--- src/rtl/ecc_cap_pkg.sv ---
package ecc_cap_pkg;
  localparam int REG_DW = 32;
  localparam int REG_AW = 4;
  localparam logic [REG_AW-1:0] OFF_CFG  = 4'd0;
  localparam logic [REG_AW-1:0] OFF_STAT = 4'd1;
  localparam logic [REG_AW-1:0] OFF_ADDR = 4'd2;
  localparam logic [REG_AW-1:0] OFF_SYN  = 4'd3;
  localparam logic [REG_AW-1:0] OFF_MID  = 4'd4;
  localparam logic [REG_AW-1:0] OFF_ATTR = 4'd5;
  localparam logic [REG_AW-1:0] OFF_DATA = 4'd6;

  typedef struct packed {
    logic nce;
    logic sbc;
  } ev_t;
endpackage

--- src/rtl/ecc_cap_classify.sv ---
module ecc_cap_classify
  import ecc_cap_pkg::*;
#(
  parameter int SYN_W = 8,
  parameter logic [SYN_W-1:0] SBC_SYN_MAX = 8'h4d
) (
  input  logic             clk_i,
  input  logic             rst_ni,
  input  logic             sbc_i,
  input  logic             nce_i,
  input  logic [SYN_W-1:0] syn_i,
  input  logic             en_sbc_i,
  input  logic             en_nce_i,
  output ev_t              set_o,
  output logic             cap_o
);
  logic syn_multi, is_nce, is_sbc;

  // syndrome beyond the single-bit table means multi-bit
  assign syn_multi = syn_i > SBC_SYN_MAX;
  assign is_nce    = nce_i | (sbc_i & syn_multi);
  assign is_sbc    = sbc_i & ~is_nce;

  assign set_o.sbc = is_sbc & en_sbc_i;
  assign set_o.nce = is_nce & en_nce_i;
  assign cap_o     = set_o.sbc | set_o.nce;

  assert_both_pulses_nce_R6: assert property (@(posedge clk_i) disable iff (!rst_ni)
    (sbc_i && nce_i) |-> !set_o.sbc);
  assert_bad_syn_not_sbc_R5: assert property (@(posedge clk_i) disable iff (!rst_ni)
    (sbc_i && syn_i > SBC_SYN_MAX) |-> !set_o.sbc);
  assert_disabled_no_cap_R4: assert property (@(posedge clk_i) disable iff (!rst_ni)
    (!en_sbc_i && !en_nce_i) |-> !cap_o);
endmodule

--- src/rtl/ecc_cap_store.sv ---
module ecc_cap_store #(
  parameter int ADDR_W = 32,
  parameter int SYN_W  = 8,
  parameter int MID_W  = 4,
  parameter int ATTR_W = 8,
  parameter int DATA_W = 64
) (
  input  logic              clk_i,
  input  logic              rst_ni,
  input  logic              cap_i,
  input  logic [ADDR_W-1:0] addr_i,
  input  logic [SYN_W-1:0]  syn_i,
  input  logic [MID_W-1:0]  mid_i,
  input  logic [ATTR_W-1:0] attr_i,
  input  logic [DATA_W-1:0] data_i,
  output logic [ADDR_W-1:0] addr_o,
  output logic [SYN_W-1:0]  syn_o,
  output logic [MID_W-1:0]  mid_o,
  output logic [ATTR_W-1:0] attr_o,
  output logic [DATA_W-1:0] data_o
);
  always_ff @(posedge clk_i or negedge rst_ni) begin
    if (!rst_ni) begin
      addr_o <= '0;
      syn_o  <= '0;
      mid_o  <= '0;
      attr_o <= '0;
      data_o <= '0;
    end else if (cap_i) begin
      addr_o <= addr_i;
      syn_o  <= syn_i;
      mid_o  <= mid_i;
      attr_o <= attr_i;
      data_o <= data_i;
    end
  end

  assert_load_together_R2: assert property (@(posedge clk_i) disable iff (!rst_ni)
    cap_i |=> (addr_o == $past(addr_i)) && (syn_o == $past(syn_i)) &&
              (mid_o == $past(mid_i)) && (attr_o == $past(attr_i)) &&
              (data_o == $past(data_i)));
  assert_hold_no_cap_R4: assert property (@(posedge clk_i) disable iff (!rst_ni)
    !cap_i |=> $stable(addr_o) && $stable(syn_o) && $stable(mid_o) &&
               $stable(attr_o) && $stable(data_o));
endmodule

--- src/rtl/ecc_cap_regs.sv ---
module ecc_cap_regs
  import ecc_cap_pkg::*;
#(
  parameter int ADDR_W = 32,
  parameter int SYN_W  = 8,
  parameter int MID_W  = 4,
  parameter int ATTR_W = 8,
  parameter int DATA_W = 64
) (
  input  logic              clk_i,
  input  logic              rst_ni,
  input  logic              wr_i,
  input  logic [REG_AW-1:0] addr_i,
  input  logic [REG_DW-1:0] wdata_i,
  input  ev_t               set_i,
  input  logic [ADDR_W-1:0] cap_addr_i,
  input  logic [SYN_W-1:0]  cap_syn_i,
  input  logic [MID_W-1:0]  cap_mid_i,
  input  logic [ATTR_W-1:0] cap_attr_i,
  input  logic [DATA_W-1:0] cap_data_i,
  output logic              en_sbc_o,
  output logic              en_nce_o,
  output logic [REG_DW-1:0] rdata_o
);
  localparam int DATA_WORDS = (DATA_W + REG_DW - 1) / REG_DW;
  localparam int LAST_OFF   = int'(OFF_DATA) + DATA_WORDS - 1;

  logic [1:0] cfg_q, stat_q, stat_clr;
  logic [DATA_WORDS*REG_DW-1:0] data_pad;
  logic [REG_DW-1:0] data_word [DATA_WORDS];
  logic [REG_DW-1:0] rd_d;

  always_comb begin
    data_pad = '0;
    data_pad[DATA_W-1:0] = cap_data_i;
  end

  for (genvar w = 0; w < DATA_WORDS; w++) begin : g_dword
    assign data_word[w] = data_pad[w*REG_DW +: REG_DW];
  end

  assign stat_clr = (wr_i && addr_i == OFF_STAT) ? wdata_i[1:0] : 2'b00;

  always_ff @(posedge clk_i or negedge rst_ni) begin
    if (!rst_ni) begin
      cfg_q  <= '0;
      stat_q <= '0;
    end else begin
      if (wr_i && addr_i == OFF_CFG) cfg_q <= wdata_i[1:0];
      // set dominates clear
      stat_q <= (stat_q & ~stat_clr) | {set_i.nce, set_i.sbc};
    end
  end

  assign en_sbc_o = cfg_q[0];
  assign en_nce_o = cfg_q[1];

  always_comb begin
    rd_d = '0;
    unique case (addr_i)
      OFF_CFG:  rd_d[1:0] = cfg_q;
      OFF_STAT: rd_d[1:0] = stat_q;
      OFF_ADDR: rd_d[ADDR_W-1:0] = cap_addr_i;
      OFF_SYN:  rd_d[SYN_W-1:0] = cap_syn_i;
      OFF_MID:  rd_d[MID_W-1:0] = cap_mid_i;
      OFF_ATTR: rd_d[ATTR_W-1:0] = cap_attr_i;
      default: begin
        for (int w = 0; w < DATA_WORDS; w++)
          if (int'(addr_i) == int'(OFF_DATA) + w) rd_d = data_word[w];
      end
    endcase
  end

  always_ff @(posedge clk_i or negedge rst_ni) begin
    if (!rst_ni) rdata_o <= '0;
    else         rdata_o <= rd_d;
  end

  logic past_ok;
  always_ff @(posedge clk_i or negedge rst_ni) begin
    if (!rst_ni) past_ok <= 1'b0;
    else         past_ok <= 1'b1;
  end

  assert_set_wins_R9: assert property (@(posedge clk_i) disable iff (!rst_ni)
    set_i.sbc |=> stat_q[0]);
  assert_set_wins_nce_R9: assert property (@(posedge clk_i) disable iff (!rst_ni)
    set_i.nce |=> stat_q[1]);
  assert_w1c_R8: assert property (@(posedge clk_i) disable iff (!rst_ni)
    (wr_i && addr_i == OFF_STAT && wdata_i[0] && !set_i.sbc) |=> !stat_q[0]);
  assert_one_flag_R6: assert property (@(posedge clk_i) disable iff (!rst_ni)
    $onehot0({set_i.sbc, set_i.nce}));
  assert_unmapped_zero_R11: assert property (@(posedge clk_i) disable iff (!rst_ni)
    (past_ok && int'($past(addr_i)) > LAST_OFF) |-> rdata_o == '0);
endmodule

--- src/rtl/ecc_event_capture.sv ---
module ecc_event_capture
  import ecc_cap_pkg::*;
#(
  parameter int ADDR_W = 32,
  parameter int SYN_W  = 8,
  parameter int MID_W  = 4,
  parameter int ATTR_W = 8,
  parameter int DATA_W = 64
) (
  input  logic              clk_i,
  input  logic              rst_ni,
  input  logic              sbc_pulse_i,
  input  logic              nce_pulse_i,
  input  logic [ADDR_W-1:0] err_addr_i,
  input  logic [SYN_W-1:0]  err_syn_i,
  input  logic [MID_W-1:0]  err_mid_i,
  input  logic [ATTR_W-1:0] err_attr_i,
  input  logic [DATA_W-1:0] err_data_i,
  input  logic              reg_wr_i,
  input  logic [3:0]        reg_addr_i,
  input  logic [31:0]       reg_wdata_i,
  output logic [31:0]       reg_rdata_o
);
  ev_t               set;
  logic              cap, en_sbc, en_nce;
  logic [ADDR_W-1:0] q_addr;
  logic [SYN_W-1:0]  q_syn;
  logic [MID_W-1:0]  q_mid;
  logic [ATTR_W-1:0] q_attr;
  logic [DATA_W-1:0] q_data;

  ecc_cap_classify #(.SYN_W(SYN_W)) u_classify (
    .clk_i, .rst_ni,
    .sbc_i(sbc_pulse_i), .nce_i(nce_pulse_i), .syn_i(err_syn_i),
    .en_sbc_i(en_sbc), .en_nce_i(en_nce),
    .set_o(set), .cap_o(cap)
  );

  ecc_cap_store #(
    .ADDR_W(ADDR_W), .SYN_W(SYN_W), .MID_W(MID_W), .ATTR_W(ATTR_W), .DATA_W(DATA_W)
  ) u_store (
    .clk_i, .rst_ni, .cap_i(cap),
    .addr_i(err_addr_i), .syn_i(err_syn_i), .mid_i(err_mid_i),
    .attr_i(err_attr_i), .data_i(err_data_i),
    .addr_o(q_addr), .syn_o(q_syn), .mid_o(q_mid), .attr_o(q_attr), .data_o(q_data)
  );

  ecc_cap_regs #(
    .ADDR_W(ADDR_W), .SYN_W(SYN_W), .MID_W(MID_W), .ATTR_W(ATTR_W), .DATA_W(DATA_W)
  ) u_regs (
    .clk_i, .rst_ni,
    .wr_i(reg_wr_i), .addr_i(reg_addr_i), .wdata_i(reg_wdata_i),
    .set_i(set),
    .cap_addr_i(q_addr), .cap_syn_i(q_syn), .cap_mid_i(q_mid),
    .cap_attr_i(q_attr), .cap_data_i(q_data),
    .en_sbc_o(en_sbc), .en_nce_o(en_nce),
    .rdata_o(reg_rdata_o)
  );

  assert_mid_read_only_R10: assert property (@(posedge clk_i) disable iff (!rst_ni)
    (!cap && reg_wr_i) |=> $stable(q_mid) && $stable(q_addr));
endmodule

--- config.mk ---
export PLATFORM = sky130hd
export DESIGN_NAME = ecc_event_capture
export DESIGN_NICKNAME = d
export VERILOG_FILES = /design/src/rtl/ecc_cap_pkg.sv /design/src/rtl/ecc_cap_classify.sv /design/src/rtl/ecc_cap_store.sv /design/src/rtl/ecc_cap_regs.sv /design/src/rtl/ecc_event_capture.sv
export SDC_FILE = /design/constraint.sdc
export NUM_CORES = 1
export LEC_CHECK = 0
export BUFFER_PORTS_ARGS = -buffer_cell sky130_fd_sc_hd__buf_2
export CAP_MARGIN = 30
export CELL_PAD_IN_SITES_DETAIL_PLACEMENT = 1
export CELL_PAD_IN_SITES_GLOBAL_PLACEMENT = 1
export CORE_ASPECT_RATIO = 1.4
export CORE_MARGIN = 3
export CORE_UTILIZATION = 35
export CTS_CLUSTER_SIZE = 40
export DETAILED_ROUTE_END_ITERATION = 6
export PLACE_DENSITY = 0.76
export SLEW_MARGIN = 0
export SYNTH_ARGS = -nofsm -noshare
export SYNTH_HDL_FRONTEND = slang
export SYNTH_SLANG_ARGS = --single-unit
--- constraint.sdc ---
create_clock -name clk_i -period 3.2 [get_ports clk_i]
set_input_delay 0.48 -clock clk_i [delete_from_list [all_inputs] [get_ports clk_i]]
set_output_delay 0.48 -clock clk_i [all_outputs]
set_load 0.01 [all_outputs]
==> run summary <==
relative slew slack: 0.5986
IO Pins: 189
Top Family by Delay on Critical Path: buffers and inverters
vias in the first global route: 4778
CTS sink count: 152
Worst R2R Start: u_regs.cfg_q[0]
layout cell share with drive strength beyond 1: 0.5026
largest net degree at the start of global routing: 103
grt total ovfl: 0
drt drc: 0
Tmin final: 2.261 ns
Die ar.: 19100 sq um
Gate Count Post-Synth: 407
Antenna Nets Post-Route: 0
Fmax: 0.4424 GHz
post-CTS resize count: 0
hold wc startpoint: err_data_i[40]
n_diodes: 0
Core Rows: 56
total CTS buffers: 17
worst skew pair latency: 0.42 ns
average size of a mapped cell: 15.01 sq um
net count after synthesis: 564
max-cap violations: 0
Yosys reg bits: 152
placer's final routability congestion estimate: 0.7654
reg-to-reg endpoint: u_store.data_o[39]
status: finished, final reports clean
Core Util, Final: 0.4598
CP cell instances: nor4bb_1 > and3_1 > a311oi_4 > buf_4 > mux2_1
Slew @ Worst Pin: 0.6021 ns
Core Region: 16960 sq um
Syn. warnings: 0
Final Hold Vio Count: 0
Post-Syn Area: 6110 sq um
nets: 723
non-filler cells, final: 811
worst hold slack: 0.2739 ns
clock transition at the registers of the reported paths: 0.07 ns
Arr. time, crit path: 2.55 ns
Setup TNS Final: 0 ns
Die Height: 162.3 um
area added between synthesis and finish: 27.61%
Final Max Tran Viols: 0
post-synth top area cell: dfrtp_1
Max Root-Sink Buffers: 2
post-synth top area share: 0.6226
PortBufs: 158
final setup violating endpoints: 0
Worst R2R Setup Slack: 0.94 ns
final worst path period share: 0.7064
Avg WL per Cell: 18.92 um
routed wire length: 15.34 mm
hold path depth: 2
register area share after synthesis: 0.6226
Hold EP: u_store.data_o[40]
distinct cell type count after synthesis: 31
first-iteration detailed-routing DRC count: 214
hold bufs inserted after CTS: 0
via/cell ratio: 5.012
commonest non-fill, non-tap cell in the layout: buf_2
critical path data required time: 3.49 ns
clock skew: 0.01043 ns
Area contributors post-synth: dfrtp_1 (62%), mux2_2 (16%), mux2_1 (7.4%)
crit-path max cell delay: 0.55 ns
HPWL after DPL: 10.59 mm
CP Launch Point: u_regs.cfg_q[0]
Pre-antenna DRT Iters: 7
Reg2Reg Depth: 5
Die Wd: 117.7 um
Power Density: 777.9 nW/um^2
CP Max Fanout: 44
leak pwr: 3.774 nW
most frequent cells in the layout: buf_2 (157), dfrtp_1 (152), mux2_2 (85)
initial antenna violation count: 0
Critical Path Source Type: register
CTS tree: done
CTS H-tree depth: 4
Setup Buffers After CTS: 0
Worst Setup End Kind: register
CTS root buffer: clkbuf_16
GRT Util Overall: 0.1690
placed instance count: 777
RSZ-0062 raised after global routing: false
Worst Path Buf+Inv: 1
maximum vdd drop: 0.3412 mV
hold crit path type: primary input to register
critical path's slowest cell: buf_4
Initial Util: 0.3603
Setup CP Type: register to register
total number of vias: 4065
first-pass GRT wire length: 25.31 mm
cell type report:
class                           count  area (sq um)
Timing Repair Buffer              167         912.1
Sequential cell                   152          3804
Multi-Input combinational cell    203          2117
Clock inverter                     13         136.4
Clock buffer                       19         442.9
Inverter                           25         93.84
Fill cell                        1832          9160
Tap cell                          232         290.3
synth_stat cells:
| cell | n |
|---|---|
| nor3b_1 | 1 |
| inv_1 | 25 |
| a222oi_1 | 24 |
| a22o_1 | 1 |
| mux2i_1 | 2 |
| o21ai_0 | 2 |
| dfrtp_1 | 152 |
| nand3_1 | 2 |
| and3_1 | 1 |
| and2_1 | 2 |
| buf_4 | 5 |
| nand3b_1 | 1 |
| buf_2 | 10 |
| nand2_1 | 1 |
| a21oi_1 | 8 |
| a22oi_1 | 4 |
| mux2_1 | 40 |
| nor2_1 | 5 |
| a21o_1 | 2 |
| nor4b_1 | 2 |
| a311oi_2 | 1 |
| a311oi_1 | 1 |
| mux4_2 | 4 |
| a2111oi_0 | 4 |
| clkbuf_1 | 12 |
| nand4_1 | 1 |
| o22ai_1 | 4 |
| nor2b_1 | 2 |
| mux2_2 | 85 |
| o221a_2 | 1 |
| nor4bb_1 | 2 |
through the flow:
stage / power (mW) / area, sq um / setup slack (ns)
final: 6.065 / 7796 / 0.9395
after floorplan: 3.689 / 6110 / 1.164
after CTS: 6.148 / 7759 / 0.9254
after global placement: 4.022 / 7179 / 0.7546
after global routing: 6.432 / 7796 / 0.8535
after detailed placement: 4.153 / 7179 / 0.6682
state kept, by name, summed over array words and instances, names as in the netlist:
name and count:
u_store.data_o 64, u_store.syn_o 8, u_regs.cfg_q 2, u_store.mid_o 4, u_regs.rdata_o 32, u_store.addr_o 32
u_store.attr_o 8, u_regs.stat_q 2
where the power goes:
part	switching [mW]	total (mW)	leakage (nW)	internal (mW)
logic	0.495	1.20	1.66	0.703
clock network	0.844	1.96	0.275	1.12
registers	0.340	2.91	1.84	2.57
cells by family (layout without fill, tap and decap cells):
| kind of cell | after synthesis | count (layout) | share of synthesized area |
|---|---|---|---|
| muxes | 131 | 131 | 0.2484 |
| buffers and inverters | 52 | 224 | 0.03707 |
| and+or+nand+nor | 20 | 20 | 0.02007 |
| AOI/OAI and AO/OA | 52 | 52 | 0.07188 |
| DFF | 152 | 152 | 0.6226 |
worst max path at each step:
stage	cells after the start	slack (ns)	to
final	5	0.94	u_store.data_o[39]
after global routing	5	0.85	u_store.data_o[39]
after CTS	5	0.93	u_store.data_o[39]
after detailed placement	6	0.67	u_store.data_o[39]
after global placement	6	0.75	u_store.data_o[50]
after floorplan	6	1.16	u_store.data_o[10]
routing by layer:
layer	wire length, um	vias up	GRT usage
li1	-	1810	-
met1	5676	2100	0.1850
met2	8416	140	0.3086
met3	1032	15	0.05921
met4	218	0	0.05013
met5	0	-	0
Power figures use the tool's default switching activity.
